File: config.mk
export PLATFORM = sky130hd
export DESIGN_NAME = acc_core
export DESIGN_NICKNAME = d
export VERILOG_FILES = /design/src/rtl/acc_pkg.sv /design/src/rtl/acc_add.sv /design/src/rtl/acc_ctrl.sv /design/src/rtl/acc_dp.sv /design/src/rtl/acc_core.sv
export SDC_FILE = /design/constraint.sdc
export NUM_CORES = 1
export LEC_CHECK = 0
export BUFFER_PORTS_ARGS = -buffer_cell sky130_fd_sc_hd__buf_2
export CAP_MARGIN = 30
export CORE_ASPECT_RATIO = 1.5
export CORE_MARGIN = 2
export CORE_UTILIZATION = 35
export CTS_BUF_LIST = sky130_fd_sc_hd__clkbuf_4 sky130_fd_sc_hd__clkbuf_8
export CTS_CLUSTER_SIZE = 24
export DETAILED_ROUTE_END_ITERATION = 12
export PLACE_DENSITY = 0.53
export SETUP_SLACK_MARGIN = 0.05
export SKIP_CTS_REPAIR_TIMING = 1
export SKIP_LAST_GASP = 1
export SYNTH_ARGS = -nofsm -noshare
export SYNTH_HDL_FRONTEND = slang
export SYNTH_SLANG_ARGS = --single-unit
File: constraint.sdc
create_clock -name clk -period 3.7 [get_ports clk]
set_input_delay 0.37 -clock clk [delete_from_list [all_inputs] [get_ports clk]]
set_output_delay 0.37 -clock clk [all_outputs]
set_load 0.05 [all_outputs]
File: src/rtl/acc_pkg.sv
package acc_pkg;
  localparam int OP_W = 4;

  typedef enum logic [2:0] {
    ST_FADDR  = 3'd0,
    ST_FDATA  = 3'd1,
    ST_DECODE = 3'd2,
    ST_EADDR  = 3'd3,
    ST_EDATA  = 3'd4,
    ST_EWB    = 3'd5,
    ST_HALT   = 3'd6
  } state_t;

  localparam logic [OP_W-1:0] OP_HALT  = 4'h0;
  localparam logic [OP_W-1:0] OP_LOAD  = 4'h1;
  localparam logic [OP_W-1:0] OP_STORE = 4'h2;
  localparam logic [OP_W-1:0] OP_IN    = 4'h3;
  localparam logic [OP_W-1:0] OP_ADD   = 4'h5;
  localparam logic [OP_W-1:0] OP_OUT   = 4'h7;
  localparam logic [OP_W-1:0] OP_JUMP  = 4'h8;

  function automatic logic op_known(input logic [OP_W-1:0] op);
    return (op == OP_HALT) || (op == OP_LOAD) || (op == OP_STORE) ||
           (op == OP_IN) || (op == OP_ADD) || (op == OP_OUT) || (op == OP_JUMP);
  endfunction
endpackage

File: src/rtl/acc_add.sv
module acc_add #(
  parameter int W = 16
) (
  input  logic [W-1:0] a,
  input  logic [W-1:0] b,
  output logic [W-1:0] sum,
  output logic         cout
);
  logic [W:0] wide;
  always_comb begin
    wide = {1'b0, a} + {1'b0, b};
    sum  = wide[W-1:0];
    cout = wide[W];
  end
endmodule

File: src/rtl/acc_ctrl.sv
module acc_ctrl
  import acc_pkg::*;
(
  input  logic            clk,
  input  logic            rst_n,
  input  logic [OP_W-1:0] op,
  input  logic            io_req_ready,
  input  logic            io_rsp_valid,
  output state_t          state
);
  state_t nxt;

  always_comb begin
    nxt = state;
    unique case (state)
      ST_FADDR:  nxt = ST_FDATA;
      ST_FDATA:  nxt = ST_DECODE;
      ST_DECODE: nxt = ST_EADDR;
      ST_EADDR: begin
        if (op == OP_HALT || !op_known(op)) nxt = ST_HALT;
        else if (op == OP_JUMP)             nxt = ST_FADDR;
        else                                nxt = ST_EDATA;
      end
      ST_EDATA: begin
        if (op == OP_LOAD || op == OP_ADD) nxt = ST_EWB;
        else if (op == OP_STORE)           nxt = ST_FADDR;
        else if (op == OP_IN)              nxt = io_req_ready ? ST_EWB : ST_EDATA;
        else                               nxt = io_req_ready ? ST_FADDR : ST_EDATA;
      end
      ST_EWB: begin
        if (op == OP_IN) nxt = io_rsp_valid ? ST_FADDR : ST_EWB;
        else             nxt = ST_FADDR;
      end
      ST_HALT: nxt = ST_HALT;
      default: nxt = ST_HALT;
    endcase
  end

  always_ff @(posedge clk or negedge rst_n) begin
    if (!rst_n) state <= ST_FADDR;
    else        state <= nxt;
  end

  // the stopped state is left only through reset
  p_halt_sticky_r9: assert property (@(posedge clk) disable iff (!rst_n)
    state == ST_HALT |=> state == ST_HALT);
endmodule

File: src/rtl/acc_dp.sv
module acc_dp
  import acc_pkg::*;
#(
  parameter int          DATA_W   = 16,
  parameter int          ADDR_W   = 12,
  parameter int unsigned START_PC = 300
) (
  input  logic              clk,
  input  logic              rst_n,
  input  state_t            state,
  input  logic [DATA_W-1:0] mem_rdata,
  input  logic              io_rsp_valid,
  input  logic [DATA_W-1:0] io_rsp_data,
  output logic [OP_W-1:0]   op,
  output logic [ADDR_W-1:0] mar,
  output logic [DATA_W-1:0] mbr,
  output logic              carry,
  output logic              illegal
);
  localparam logic [ADDR_W-1:0] PC_RST = ADDR_W'(START_PC);

  logic [ADDR_W-1:0] pc_q;
  logic [DATA_W-1:0] ir_q, acc_q;
  logic [ADDR_W-1:0] field;
  logic [DATA_W-1:0] sum_w;
  logic              cout_w;

  assign op    = ir_q[DATA_W-1 -: OP_W];
  assign field = ir_q[ADDR_W-1:0];

  acc_add #(.W(DATA_W)) u_add (.a(acc_q), .b(mem_rdata), .sum(sum_w), .cout(cout_w));

  always_ff @(posedge clk or negedge rst_n) begin
    if (!rst_n) begin
      pc_q    <= PC_RST;
      mar     <= '0;
      mbr     <= '0;
      ir_q    <= '0;
      acc_q   <= '0;
      carry   <= 1'b0;
      illegal <= 1'b0;
    end else begin
      unique case (state)
        ST_FADDR: mar <= pc_q;
        ST_DECODE: begin
          mbr  <= mem_rdata;
          ir_q <= mem_rdata;
          pc_q <= pc_q + ADDR_W'(1);
        end
        ST_EADDR: begin
          mar <= field;
          if (op == OP_JUMP) pc_q <= field;
          if (op == OP_STORE || op == OP_OUT) mbr <= acc_q;
          if (!op_known(op)) illegal <= 1'b1;
        end
        ST_EWB: begin
          if (op == OP_LOAD) begin
            mbr   <= mem_rdata;
            acc_q <= mem_rdata;
          end else if (op == OP_ADD) begin
            mbr   <= mem_rdata;
            acc_q <= sum_w;
            carry <= cout_w;
          end else if (op == OP_IN && io_rsp_valid) begin
            mbr   <= io_rsp_data;
            acc_q <= io_rsp_data;
          end
        end
        default: ;
      endcase
    end
  end

  // an instruction read is addressed with the current program counter
  p_fetch_from_pc_r2: assert property (@(posedge clk) disable iff (!rst_n)
    state == ST_FDATA |-> mar == pc_q);

  // carry moves only on the write-back of an add
  p_carry_only_add_r5: assert property (@(posedge clk) disable iff (!rst_n)
    !$stable(carry) |-> ($past(state) == ST_EWB && $past(op) == OP_ADD));
endmodule

File: src/rtl/acc_core.sv
module acc_core
  import acc_pkg::*;
#(
  parameter int          DATA_W   = 16,
  parameter int          ADDR_W   = 12,
  parameter int unsigned START_PC = 300
) (
  input  logic              clk,
  input  logic              rst_n,
  output logic [ADDR_W-1:0] mem_addr,
  output logic              mem_re,
  output logic              mem_we,
  output logic [DATA_W-1:0] mem_wdata,
  input  logic [DATA_W-1:0] mem_rdata,
  output logic              io_req_valid,
  input  logic              io_req_ready,
  output logic              io_req_write,
  output logic [ADDR_W-1:0] io_dev,
  output logic [DATA_W-1:0] io_wdata,
  input  logic              io_rsp_valid,
  output logic              io_rsp_ready,
  input  logic [DATA_W-1:0] io_rsp_data,
  output logic              halted,
  output logic              illegal_op,
  output logic              carry
);
  state_t            state;
  logic [OP_W-1:0]   op;
  logic [ADDR_W-1:0] mar;
  logic [DATA_W-1:0] mbr;

  acc_ctrl u_ctrl (
    .clk(clk), .rst_n(rst_n), .op(op),
    .io_req_ready(io_req_ready), .io_rsp_valid(io_rsp_valid), .state(state)
  );

  acc_dp #(.DATA_W(DATA_W), .ADDR_W(ADDR_W), .START_PC(START_PC)) u_dp (
    .clk(clk), .rst_n(rst_n), .state(state), .mem_rdata(mem_rdata),
    .io_rsp_valid(io_rsp_valid), .io_rsp_data(io_rsp_data),
    .op(op), .mar(mar), .mbr(mbr), .carry(carry), .illegal(illegal_op)
  );

  always_comb begin
    mem_addr     = mar;
    mem_wdata    = mbr;
    io_dev       = mar;
    io_wdata     = mbr;
    mem_re       = (state == ST_FDATA) ||
                   (state == ST_EDATA && (op == OP_LOAD || op == OP_ADD));
    mem_we       = (state == ST_EDATA) && (op == OP_STORE);
    io_req_valid = (state == ST_EDATA) && (op == OP_IN || op == OP_OUT);
    io_req_write = (op == OP_OUT);
    io_rsp_ready = (state == ST_EWB) && (op == OP_IN);
    halted       = (state == ST_HALT);
  end

  p_rw_excl_r4: assert property (@(posedge clk) disable iff (!rst_n)
    !(mem_re && mem_we));

  p_rsp_gate_r6: assert property (@(posedge clk) disable iff (!rst_n)
    io_rsp_ready |-> !io_req_valid);

  p_req_hold_r7: assert property (@(posedge clk) disable iff (!rst_n)
    io_req_valid && !io_req_ready |=>
      io_req_valid && $stable(io_dev) && $stable(io_wdata) && $stable(io_req_write));

  p_halt_quiet_r9: assert property (@(posedge clk) disable iff (!rst_n)
    halted |-> !mem_re && !mem_we && !io_req_valid);

  p_illegal_halts_r10: assert property (@(posedge clk) disable iff (!rst_n)
    illegal_op |-> halted);
endmodule

### Yosys cells after proc, flatten, opt, wreduce, memory -nomap -nowiden

Index checks and enable logic that the tools add are counted.

| word-level totals | value |
|---|---|
| bits in registers | 77 |
| bits of input ports | 36 |
| output and inout bits | 64 |
| word-level logic and storage cells | 75 |

| cells by class | value |
|---|---|
| add/sub/neg operators | 2 |
| equality and inequality tests | 15 |
| multiplexer cells | 20 |
| bitwise logic cells | 2 |
| reductions and logical operators | 28 |

Operators by type and width:

| cell | count |
|---|---|
| $mux 16 | 6 |
| $pmux 12 s2 | 2 |
| $pmux 16 s3 | 1 |
| $mux 3 | 8 |
| $pmux 3 s6 | 1 |
| $add 16x16->17 | 1 |
| $add 12x1->12 const B | 1 |
| $mux 12 | 1 |
| $logic_or 1x1->1 | 11 |
| $eq 3x3->1 const B | 3 |
| $eq 4x2->1 const B | 2 |
| $eq 4x3->1 const B | 2 |
| $eq 3x2->1 const B | 2 |
| $reduce_and 2->1 | 3 |
| $reduce_and 3->1 | 2 |
| $reduce_bool 3->1 | 2 |
| $logic_and 1x1->1 | 5 |
| $eq 4x1->1 const B | 1 |
| $eq 4x4->1 const B | 1 |
| $logic_not 4->1 | 1 |
| $ne 2x1->1 const B | 2 |
| $ne 4x3->1 const B | 1 |
| $reduce_bool 2->1 | 2 |
| $eq 3x1->1 const B | 1 |
| 4 further kinds | 5 |

### Longest topological paths before layout

| depth | value |
|---|---|
| depth after elaboration | 11 |
| gate-level depth with buffers | 8 |
| gate-level depth less buffers | 8 |

### Modules after synthesis

A second synthesis with hierarchy kept.

| second synthesis, totals | value |
|---|---|
| cells, all modules | 569 |
| area, all modules | 5232.5 µm² |

By module, submodules not included:

| module | instances | cells each | area an instance (µm²) |
|---|---|---|---|
| acc_dp | 1 | 390 | 3868.7 |
| acc_add | 1 | 110 | 855.8 |
| acc_core | 1 | 43 | 302.8 |
| acc_ctrl | 1 | 26 | 205.2 |

### Least setup slack after synthesis

Ideal clock, no wire load.

| path | value |
|---|---|
| kind | input to register |
| start point | input mem_rdata[0] |
| end point | register u_dp.acc_q[14] |
| arrival | 2.127 ns |
| slack | 1.440 ns |
| stages on the path | 8 |
| path through | ha_1 fa_1 a211oi_2 o21ai_2 o221a_4 a221oi_4 xor2_1 o21ai_1 |

| on the way | value |
|---|---|
| cells in the longest elaborated chain, start to end | 3 |

RTL lines:

| item | RTL line | text |
|---|---|---|
| start: declaration | acc_core.sv:14 | `input logic [DATA_W-1:0] mem_rdata,` |
| $add 16x16->17 | acc_add.sv:11 | `wide = {1'b0, a} + {1'b0, b};` |
| $mux 16 | acc_dp.sv:60 | `end else if (op == OP_ADD) begin` |
| $mux 16 | acc_dp.sv:57 | `if (op == OP_LOAD) begin` |
| end signal: assignment | acc_dp.sv:59 | `acc_q <= mem_rdata;` |
| end signal: assignment | acc_dp.sv:62 | `acc_q <= sum_w;` |
| end signal: assignment | acc_dp.sv:66 | `acc_q <= io_rsp_data;` |
| end: declaration | acc_dp.sv:23 | `logic [DATA_W-1:0] ir_q, acc_q;` |

Every way passes these cells.
A chain may end at the register's enable or synchronous reset.

### Worst setup path in the final report

| path | value |
|---|---|
| start point | register u_dp.ir_q[14] |
| end point | register u_dp.mbr[0] |

| on the way | value |
|---|---|
| cells in the longest elaborated chain, start to end | 4 |
| elaborated cells on any way between the ends | 13 |

RTL lines:

| item | RTL line | text |
|---|---|---|
| start: declaration | acc_dp.sv:23 |  |
| start signal: assignment | acc_dp.sv:47 | `ir_q <= mem_rdata;` |
| $eq 4x3->1 (tied with other cells) | acc_dp.sv:60 |  |
| $mux 16 (tied with other cells) | acc_dp.sv:60 |  |
| $mux 16 (tied with other cells) | acc_dp.sv:57 |  |
| $pmux 16 s3 / $reduce_and 3->1 (equally long branches) | -- |  |
| end signal: assignment | acc_dp.sv:46 | `mbr <= mem_rdata;` |
| end signal: assignment | acc_dp.sv:58 | `mbr <= mem_rdata;` |
| end signal: assignment | acc_dp.sv:61 | `mbr <= mem_rdata;` |
| end: declaration | acc_dp.sv:16 | `output logic [DATA_W-1:0] mbr,` |

Parallel ways exist; a longest one is shown, timed or not.

==> flow_summary.yaml <==
status:
  status: "finished clean"
routing:
  drt_iter0_drc: 212
  ant_nets: 0
  dr_total_vias: 4302
  vias_per_cell: 5.49
  drc: 0
  wl_per_cell_um: 17.3
  first_pass_iters: 5
  wl_um: 13600
synthesis:
  synth_top_area_share_pct: 37.7
  synth_common_cells: "73 x dfrtp_1, 71 x nand2_1, 53 x nor2_1"
  syn_nets: 608
  yosysMostFrequentCell: "dfrtp_1"
  synth.area.top_cells: "dfrtp_1 38%, nand2_1 5.5%, mux2_2 4.4%, ha_1 4.4%, a21oi_1 4.3%"
  synthFlopType: "dfrtp_1"
  synth_seq_cells: 77
  synth_cell_types: 53
  syn-instance-count: 554
  yosysTopAreaCell: "dfrtp_1"
  seq_area_frac_synth_pct: 39.9
  syn_area_per_cell_sq_um: 8.74
  synth_edf_count: 0
  synthArstFlopShare_pct: 100
  yosys_warnings: 0
  syn_area_sq_um: 4840
floorplanning:
  die_area_sq_um: 14800
  die_width_um: 100
  core_area_sq_um: 13500
  die_y_um: 148
  start_util_pct: 35.8
  io_pins: 100
  row_count: 52
timing:
  fmax_ghz: 0.410
  hold_viol_final: 0
  skew_ns: 0.00660
  fin_tns_setup_ns: 0
  fin_crit_ns: 2.44
  maxSlewViolCount: 0
  rsz0062_at_grt: "no"
  max_slew.worst_pin.slew_ns: 0.924
  setup_viol_count_final: 0
  post-route-period-util_pct: 65.9
  slew_headroom_pct: 38.3
placement:
  routabilityCongestion: 0.809
  port_buffers: 99
  dpl.hpwl_um: 10100
  dpl-instance-area_sq_um: 5290
critical_path:
  arrival_ns: 2.72
  endpoint: "u_dp.mbr[0]"
  r2r-end: "u_dp.mbr[0]"
  worstSetupStartpointType: "flip-flop"
  rr_worst_depth: 8
  rr_startpoint: "u_dp.ir_q[14]"
  cp_max_fo: 32
  setup.worst_path.end_class: "flip-flop"
  critPathKind: "flip-flop to flip-flop"
  r2r_slack_ns: 1.26
  required_ns: 3.98
  crit_start: "u_dp.ir_q[14]"
clocking:
  cts.sinks: 77
  clk_pin_slew_ns: 0.08
  root_buffer: "clkbuf_8"
  clockBufferDepth: 2
  h-tree-depth: 3
  clock_latency_ns: 0.36
  cts_tree: "done"
  cts_buffers: 9
final_layout:
  post-route-cell-area_sq_um: 5480
  antenna_cells: 0
  drive_above_1_share_pct: 25.8
  final.fill_count: 1427
  nNetsFinal: 670
  regArea_sq_um: 1930
  syn_to_final_growth_pct: 13.2
  multi_input_area_sq_um: 2540
grt:
  grt_max_degree: 65
  antenna_found_initial: 0
  grt_pass1_vias: 4206
  grt-ovfl-total: 0
  grt_pass1_wl_um: 22100
  grtUsageTotal_pct: 18.9
worst_hold_path:
  hp-class: "primary input to flip-flop"
job:
  cap_violations: 0
pwr:
  ir_worst_vdd_mv: 0.359
  powerDensity_nw_per_um2: 1090
  leakage_uw: 0.00244
logic make-up after synthesis:
group           count (synthesis)  synth area share, %
xor+xnor                       13                 2.35
buf+inv                        65                 7.65
simple gates                  183                 16.6
mux                            24                 5.45
fa+ha+maj                      18                 4.81
flops                          77                 39.9
compound gates                174                 23.2
layer usage:
layer  GRT usage [%]  vias to the layer above  wire, um
met5               0                        -         0
met4            6.64                        0       258
met3            2.49                       22       395
met2            35.0                       91      7520
met1            22.0                     2106      5410
li1                -                     2083         -
sequential cells by signal, summed over array words and instances, names as in the netlist:
register and flops:
u_dp.acc_q 16, u_dp.ir_q 16, u_dp.mbr 16, u_dp.mar 12
u_dp.pc_q 12, u_ctrl.state 3, u_dp.carry 1, u_dp.illegal 1
how the worst min path moves through the flow:
stage,startpoint,endpoint,cells after the start
after floorplan,rst_n,u_ctrl.state[0],0
after global placement,u_dp.illegal,u_dp.illegal,1
after detailed placement,rst_n,u_dp.illegal,1
after CTS,rst_n,u_dp.illegal,1
after global routing,mem_rdata[7],u_dp.mbr[7],3
final,mem_rdata[0],u_dp.ir_q[0],2
layout by cell type (no fill, tap or decap), types with 3 or more instances in the layout:
master    count
nor2_1       53
xor2_1        3
and3_1       10
ha_1         17
o211ai_1      3
nand2b_1      5
a21o_1        4
a31oi_1      20
dfrtp_1      73
nor2_2        5
buf_4         8
and2_1        4
mux2i_1       5
o21ai_1       8
nor2b_1       3
buf_2        98
a221o_1       3
a211oi_1      4
nor3_1        6
xnor2_1      10
dfstp_2       4
o22ai_1       4
clkbuf_8     11
a22oi_1      26
nand3_1      22
o21ai_0      37
inv_1         7
a21oi_1      42
nand2_1      71
mux2_2       19
worst max-delay path, stage by stage (launching register included):
cell,delay [ns]
dfrtp_1,0.61
inv_2,0.37
a21boi_0,0.18
nor3_2,0.14
buf_4,0.33
o21bai_2,0.18
buf_4,0.33
nor2_1,0.08
a31oi_1,0.15
area by class of cell:
type                            count  area share [%]
Multi-Input combinational cell    412            46.4
Sequential cell                    77            35.2
Clock buffer                       11            2.76
Tap cell                          162            3.70
Clock inverter                      5           0.639
Timing Repair Buffer              108            10.7
Inverter                            8           0.548
through the flow:
stage          util [%]  worst slack, ns  hold slack, ns  instances  power (uW)
2_1_floorplan         -             1.44          0.0744        554        4720
3_3_place_gp       38.9             1.17           0.442        765        5320
3_5_place_dp       39.1             1.18           0.254        766        5390
4_1_cts            40.4             1.26          -0.145        782        6020
5_1_grt            40.5             1.09           0.296        783        6420
6_report           40.5             1.26           0.295        783        5980
report_power, final:
part	leakage [uW]	total, uW	internal [uW]	switching [uW]
Combinational	0.00145	3650	1150	2500
Clock	0.0000953	621	281	340
Sequential	0.000894	1710	1280	426
(Power assumes the default switching activity.)
